--- config.mk ---
export PLATFORM = sky130hd
export DESIGN_NAME = vcip_input_port
export DESIGN_NICKNAME = d
export VERILOG_FILES = /design/src/rtl/vcip_pkg.sv /design/src/rtl/vcip_fifo.sv /design/src/rtl/vcip_credit.sv /design/src/rtl/vcip_input_port.sv
export SDC_FILE = /design/constraint.sdc
export NUM_CORES = 1
export LEC_CHECK = 0
export ABC_AREA = 1
export BUFFER_PORTS_ARGS = -buffer_cell sky130_fd_sc_hd__buf_2
export CORE_UTILIZATION = 53
export DETAILED_ROUTE_END_ITERATION = 8
export PLACE_DENSITY = 0.78
export SLEW_MARGIN = 20
export SYNTH_ARGS = -nofsm -noshare
export SYNTH_HDL_FRONTEND = slang
export SYNTH_HIERARCHICAL = 1
export SYNTH_SLANG_ARGS = --single-unit
--- constraint.sdc ---
create_clock -name clk -period 2.53 [get_ports clk]
set_input_delay 0.1265 -clock clk [delete_from_list [all_inputs] [get_ports clk]]
set_output_delay 0.1265 -clock clk [all_outputs]
set_load 0.02 [all_outputs]
--- src/rtl/vcip_pkg.sv ---
// Shared definitions for the virtual-channel input port.
// Assumes the flit layout: channel id at the MSBs, then valid bit, then type.
package vcip_pkg;
    typedef enum logic [1:0] {
        FK_RSVD = 2'b00,
        FK_HEAD = 2'b01,
        FK_TAIL = 2'b10,
        FK_BODY = 2'b11
    } flit_kind_e;
endpackage

--- src/rtl/vcip_fifo.sv ---
// Per-channel flit FIFO: one write and one read per cycle, any depth >= 1.
// Assumes rd_en is only raised while the FIFO is non-empty (checked below).
// A write while full and not read is dropped and flagged on ovf next cycle.
module vcip_fifo #(
    parameter int W     = 14,
    parameter int DEPTH = 4
) (
    input  logic         clk,
    input  logic         rst_n,
    input  logic         wr_en,
    input  logic [W-1:0] wr_data,
    input  logic         rd_en,
    output logic [W-1:0] rd_data,
    output logic         empty,
    output logic         full,
    output logic         ovf
);
    localparam int PTR_W = (DEPTH > 1) ? $clog2(DEPTH) : 1;
    localparam int CNT_W = $clog2(DEPTH + 1);
    localparam logic [PTR_W-1:0] LAST = PTR_W'(DEPTH - 1);
    localparam logic [CNT_W-1:0] FULL_CNT = CNT_W'(DEPTH);

    logic [W-1:0]     mem [DEPTH];
    logic [PTR_W-1:0] wptr, rptr;
    logic [CNT_W-1:0] count;
    logic             accept;

    // Write is taken when space exists or the same cycle frees a slot.
    assign accept  = wr_en && (!full || rd_en);
    assign empty   = (count == '0);
    assign full    = (count == FULL_CNT);
    assign rd_data = mem[rptr];

    // Storage array; no reset needed for data.
    always_ff @(posedge clk) begin
        if (accept) mem[wptr] <= wr_data;
    end

    // Pointer, occupancy and overflow flag update.
    always_ff @(posedge clk) begin
        if (!rst_n) begin
            wptr  <= '0;
            rptr  <= '0;
            count <= '0;
            ovf   <= 1'b0;
        end else begin
            if (accept) wptr <= (wptr == LAST) ? '0 : wptr + 1'b1;
            if (rd_en)  rptr <= (rptr == LAST) ? '0 : rptr + 1'b1;
            if (accept && !rd_en)      count <= count + 1'b1;
            else if (!accept && rd_en) count <= count - 1'b1;
            ovf <= wr_en && full && !rd_en;
        end
    end

    assert_count_bound_R4: assert property (@(posedge clk) disable iff (!rst_n)
        count <= FULL_CNT);
    assert_pop_nonempty_R6: assert property (@(posedge clk) disable iff (!rst_n)
        rd_en |-> !empty);
    assert_full_write_dropped_R5: assert property (@(posedge clk) disable iff (!rst_n)
        (wr_en && full && !rd_en) |=> full);
    assert_full_pop_write_R9: assert property (@(posedge clk) disable iff (!rst_n)
        (wr_en && full && rd_en) |=> (full && !ovf));
endmodule

--- src/rtl/vcip_credit.sv ---
// Credit counter for one downstream virtual channel.
// Starts at MAX free slots; dec for a sent flit, inc for a returned credit.
// Assumes the neighbour never returns more credits than it was sent flits.
module vcip_credit #(
    parameter int MAX = 4
) (
    input  logic clk,
    input  logic rst_n,
    input  logic dec,
    input  logic inc,
    output logic avail
);
    localparam int CW = $clog2(MAX + 1);
    localparam logic [CW-1:0] INIT = CW'(MAX);

    logic [CW-1:0] cnt;

    assign avail = (cnt != '0);

    // Net count update; simultaneous dec and inc cancel.
    always_ff @(posedge clk) begin
        if (!rst_n)           cnt <= INIT;
        else if (dec && !inc) cnt <= cnt - 1'b1;
        else if (inc && !dec) cnt <= cnt + 1'b1;
    end

    assert_credit_bound_R8: assert property (@(posedge clk) disable iff (!rst_n)
        cnt <= INIT);
    assert_no_send_without_credit_R8: assert property (@(posedge clk) disable iff (!rst_n)
        dec |-> cnt != '0);
    assert_balanced_update_R10: assert property (@(posedge clk) disable iff (!rst_n)
        (dec && inc) |=> $stable(cnt));
endmodule

--- src/rtl/vcip_input_port.sv ---
// Router input port: steers valid flits by their channel id into per-channel
// FIFOs (id stripped), and sends one flit per cycle downstream with a new id
// prepended when the source FIFO is non-empty and the target channel has credit.
// Assumes NUM_VC is a power of two, at least 2.
module vcip_input_port
    import vcip_pkg::*;
#(
    parameter int NUM_VC     = 4,
    parameter int FLIT_W     = 16,
    parameter int FIFO_DEPTH = 4,
    parameter int DS_DEPTH   = 4
) (
    input  logic                                         clk,
    input  logic                                         rst_n,
    input  logic [FLIT_W-1:0]                            in_flit,
    input  logic                                         send_en,
    input  logic [$clog2(NUM_VC)-1:0]                    send_src,
    input  logic [$clog2(NUM_VC)-1:0]                    send_dst,
    input  logic [NUM_VC-1:0]                            credit_ret,
    output logic [FLIT_W-1:0]                            out_flit,
    output logic [NUM_VC*(FLIT_W-$clog2(NUM_VC))-1:0]    head_flits,
    output logic [NUM_VC-1:0]                            vc_empty,
    output logic [NUM_VC-1:0]                            vc_full,
    output logic [NUM_VC-1:0]                            credit_ok,
    output logic                                         ovf_err
);
    localparam int VC_W   = $clog2(NUM_VC);
    localparam int SLOT_W = FLIT_W - VC_W;
    localparam int VLD_B  = SLOT_W - 1;

    logic [VC_W-1:0]   in_id;
    logic              in_valid;
    logic [SLOT_W-1:0] in_slot;
    logic              fire;
    logic [NUM_VC-1:0] fifo_ovf;
    logic [SLOT_W-1:0] src_head;

    assign in_id    = in_flit[FLIT_W-1 -: VC_W];
    assign in_valid = in_flit[VLD_B];
    assign in_slot  = in_flit[SLOT_W-1:0];
    assign fire     = send_en && !vc_empty[send_src] && credit_ok[send_dst];
    assign src_head = head_flits[send_src*SLOT_W +: SLOT_W];
    assign ovf_err  = |fifo_ovf;

    for (genvar i = 0; i < NUM_VC; i++) begin : g_vc
        logic wr_i, rd_i, dec_i;
        // Per-channel steering of writes, pops and credit debits.
        assign wr_i  = in_valid && (in_id == VC_W'(i));
        assign rd_i  = fire && (send_src == VC_W'(i));
        assign dec_i = fire && (send_dst == VC_W'(i));

        vcip_fifo #(.W(SLOT_W), .DEPTH(FIFO_DEPTH)) u_fifo (
            .clk     (clk),
            .rst_n   (rst_n),
            .wr_en   (wr_i),
            .wr_data (in_slot),
            .rd_en   (rd_i),
            .rd_data (head_flits[i*SLOT_W +: SLOT_W]),
            .empty   (vc_empty[i]),
            .full    (vc_full[i]),
            .ovf     (fifo_ovf[i])
        );

        vcip_credit #(.MAX(DS_DEPTH)) u_cred (
            .clk   (clk),
            .rst_n (rst_n),
            .dec   (dec_i),
            .inc   (credit_ret[i]),
            .avail (credit_ok[i])
        );
    end

    // Output register: relabelled flit on an accepted send, void otherwise.
    always_ff @(posedge clk) begin
        if (!rst_n)    out_flit <= '0;
        else if (fire) out_flit <= {send_dst, src_head};
        else           out_flit <= '0;
    end

    assert_void_when_idle_R7: assert property (@(posedge clk) disable iff (!rst_n)
        !send_en |=> out_flit[VLD_B] == 1'b0);
    assert_void_in_no_fill_R3: assert property (@(posedge clk) disable iff (!rst_n)
        (!in_valid && !send_en && vc_empty[in_id]) |=> vc_empty[$past(in_id)]);
    assert_send_keeps_type_R6: assert property (@(posedge clk) disable iff (!rst_n)
        fire |=> out_flit[SLOT_W-1:0] == $past(src_head));
endmodule

==> results.ini <==
[setup_path]
crit_path_cell_trace=nor3_4 > nand3_1 > nand2_1 > nor2_4 > nand2_4 > nor2_4 > inv_2 > nand3_2 > nand2_2 > inv_1 > ha_1 > inv_1 > fa_2 > o21ai_2 > nor2_1
crit_buf_inv=3
crit_fanout=5
path_depth=15
startpoint_type=flop
cp_top_family=simple AND/OR/NAND/NOR gates
worstSetupEndpointType=flop
slowest_stage=fa_2
critical_path_class=flop to flop
r2r_cells=15
critPathMaxStageDelay_ps=460
cp.arrival_ps=2890
crit_required_ps=2940

[clocking]
cts_buffers=27
cts-root-buf=clkbuf_16
cts_tree=yes
cts.sink_count=292
clockBufferDepth=3
clock_latency_ps=540
cts_max_level=1
clk_pin_slew_ps=70

[final_layout]
multi_input_area_mm2=0.003547
areaGrowthSynthToFinish_pct=17.00
final_util=0.6314
layout.nets=1289
diodes=0
register_area_mm2=0.008108
drive_gt1_frac=0.2394
fin_area_mm2=0.01425
fill_cells=1693

[detailed_routing]
routed_wl_mm=29.61
antenna_left=0
avgViaCountPerCell=5.569
drtIter0Drc=775
wl_per_cell_um=19.35
first_pass_iters=5
via_count=8521
drc=0

[global_route]
track_usage=0.2492
first_global_vias=8045
overflow=0
grt_pass1_wl_mm=44.36
antenna_found_initial=0
grt_max_degree=29

[die]
io_pins=112
fp.dieW_um=153.6
rows=55
core_mm2=0.02257
initial_core_util=0.5396
dieArea_mm2=0.02359
chipHeight_um=153.6

[placed_design]
dpl_cell_area_mm2=0.01318
gp_congestion=0.9236
dp_slack_ps=-83.81
portBuffers=111
place_hpwl_mm=19.92

[yosys]
synth_cell_types=28
ys_seq_area_frac=0.6640
avgSynthCellArea_um2=11.42
ys_ff_latch=292
netlist_instances=1067
yosys_warnings=6
syn_area_mm2=0.01218
synth_nets=1130

[power_and_ir_drop]
p_per_area_mw_per_mm2=742.5
ir_drop_uv=413.2
power.total_uw=10580
p_leak_uw=0.005533

[job]
cap_violations=0

[sta]
tightest_slew_ps=558.8
fin_crit_sh=0.9803
fin_ws_ps=49.76
setup_viol=0
hold_viol=0
slew_viol_final=0
fmax_ghz=0.4032
fin_skew_ps=19.16
slew-limit-headroom=0.6274
finalCriticalPeriod_ps=2480

[run_status]
status=complete, no violations

[worst_hold_path]
min_path_cells=1
hp-class=input port to flop

==> per-layer routing <==
metal	GRT usage	up-vias	share of wire
met4	0.1081	0	0.041
met5	0	-	0
met2	0.4100	384	0.48
met3	0.03946	62	0.089
li1	-	4021	-
met1	0.3294	4054	0.39
==> final timing paths <==
kind                                                              to  slack, ps                            startpoint
worst max register to register  g_vc[2].u_fifo/count[1]$_SDFFE_PN0P_         50  g_vc[1].u_fifo/count[1]$_SDFFE_PN0P_
worst min-delay path              g_vc[0].u_fifo/mem[3][9]$_DFFE_PP_         10                            in_flit[9]
worst max-delay path            g_vc[2].u_fifo/count[1]$_SDFFE_PN0P_         50  g_vc[1].u_fifo/count[1]$_SDFFE_PN0P_
worst min register to register    g_vc[0].u_cred/cnt[2]$_SDFFE_PN1P_        480    g_vc[0].u_cred/cnt[2]$_SDFFE_PN1P_
==> sequential cells by signal (all words and copies together), names as in the netlist, named ones only <==
signal / flops
g_vc.u_fifo/wptr: 8
g_vc.u_fifo/rptr: 8
g_vc.u_fifo/mem: 224
out_flit: 16
g_vc.u_fifo/count: 12
g_vc.u_fifo/ovf: 4
g_vc.u_cred/cnt: 12
==> cell type report <==
cell class                 count  area share
inverter                      95     0.02537
multi-input combinational    645      0.2489
clock buffer                  35     0.05233
sequential                   292      0.5689
clock inverter                13     0.01168
timing repair buffer         165     0.06778
tap                          285     0.02502
==> per-stage QoR <==
step,setup TNS [ps],std cells,hold WS (ps)
floorplan,0,1067,200.3
global placement,0,1477,436.8
detailed placement,-103.8,1477,449.3
CTS,0,1527,5.852
global route,-150.3,1530,9.420
finish,0,1530,11.73
==> cell usage after synthesis <==
cell type,instances,share of area
o21ai_1,28,0.012
nand3b_1,3,0.0018
a21oi_1,27,0.011
buf_6,10,0.0092
nand4_1,4,0.0021
clkbuf_2,4,0.0016
xor2_1,4,0.0029
dfxtp_1,68,0.11
buf_2,5,0.0021
nand3_2,12,0.0099
nor3_1,16,0.0066
nand2_1,91,0.028
ha_1,28,0.029
nor2_4,2,0.0018
nor2_1,202,0.062
or4_1,1,0.00062
inv_2,18,0.0055
fa_1,8,0.013
o22ai_1,56,0.029
nand3_4,1,0.0014
inv_1,77,0.024
nand3_1,37,0.015
buf_12,4,0.0066
edfxtp_1,224,0.55
o21ai_0,100,0.041
nand2_2,8,0.0041
nor2_2,17,0.0087
buf_4,12,0.0074
==> report_power, final <==
group	total (uW)	switching, uW	leakage [uW]	internal (uW)
combinational	1090	749	0.00252	341
sequential	5340	69.3	0.00258	5270
clock	4150	1680	0.000437	2470
==> layout by cell type (no fill, tap or decap), types with 2 or more instances in the layout <==
master | Yosys | layout
dfxtp_2 | 0 | 16
nand3_2 | 12 | 10
nand3_1 | 37 | 37
o21ai_1 | 28 | 30
fa_1 | 8 | 5
clkinv_1 | 0 | 4
bufinv_16 | 0 | 4
buf_2 | 5 | 111
nand2_2 | 8 | 9
inv_2 | 18 | 18
fa_2 | 0 | 3
nor3_1 | 16 | 12
a21oi_1 | 27 | 27
nand2_1 | 91 | 86
nor3_4 | 0 | 4
nor2_4 | 2 | 6
nand4_1 | 4 | 4
dfxtp_1 | 68 | 52
dlygate4sd3_1 | 0 | 2
xor2_1 | 4 | 4
edfxtp_1 | 224 | 224
o22ai_1 | 56 | 56
nand3_4 | 1 | 3
nand3b_1 | 3 | 3
clkbuf_16 | 0 | 27
ha_1 | 28 | 27
nor2_1 | 202 | 197
nor2_2 | 17 | 18
inv_4 | 0 | 2
o21ai_0 | 100 | 97
clkbuf_1 | 0 | 4
inv_1 | 77 | 75
clkbuf_8 | 0 | 4
clkinvlp_2 | 0 | 2
nand2_4 | 0 | 4
buf_4 | 12 | 52
==> logic make-up (layout without fill, tap and decap cells) <==
family,Yosys count,count (layout),share of synthesized area
AND/OR/NAND/NOR,394,394,0.1426
XOR/XNOR,4,4,0.002876
buffers and inverters,130,308,0.05619
adder cells (fa/ha/maj),36,36,0.04191
AO/OA/AOI/OAI,211,211,0.09245
flip-flops,292,292,0.6640
==> timing repair <==
action / in CTS / in global routing
pin swaps: 0 / 6
buffers inserted: 0 / 3
cloned: 0 / 0
hold endpoints to repair: 2 / 0
endpoints found under the setup margin: 4 / 8
hold buffers: 2 / 0
gates resized for setup: 3 / 44
No activity file was read; power rests on OpenSTA's default activity.
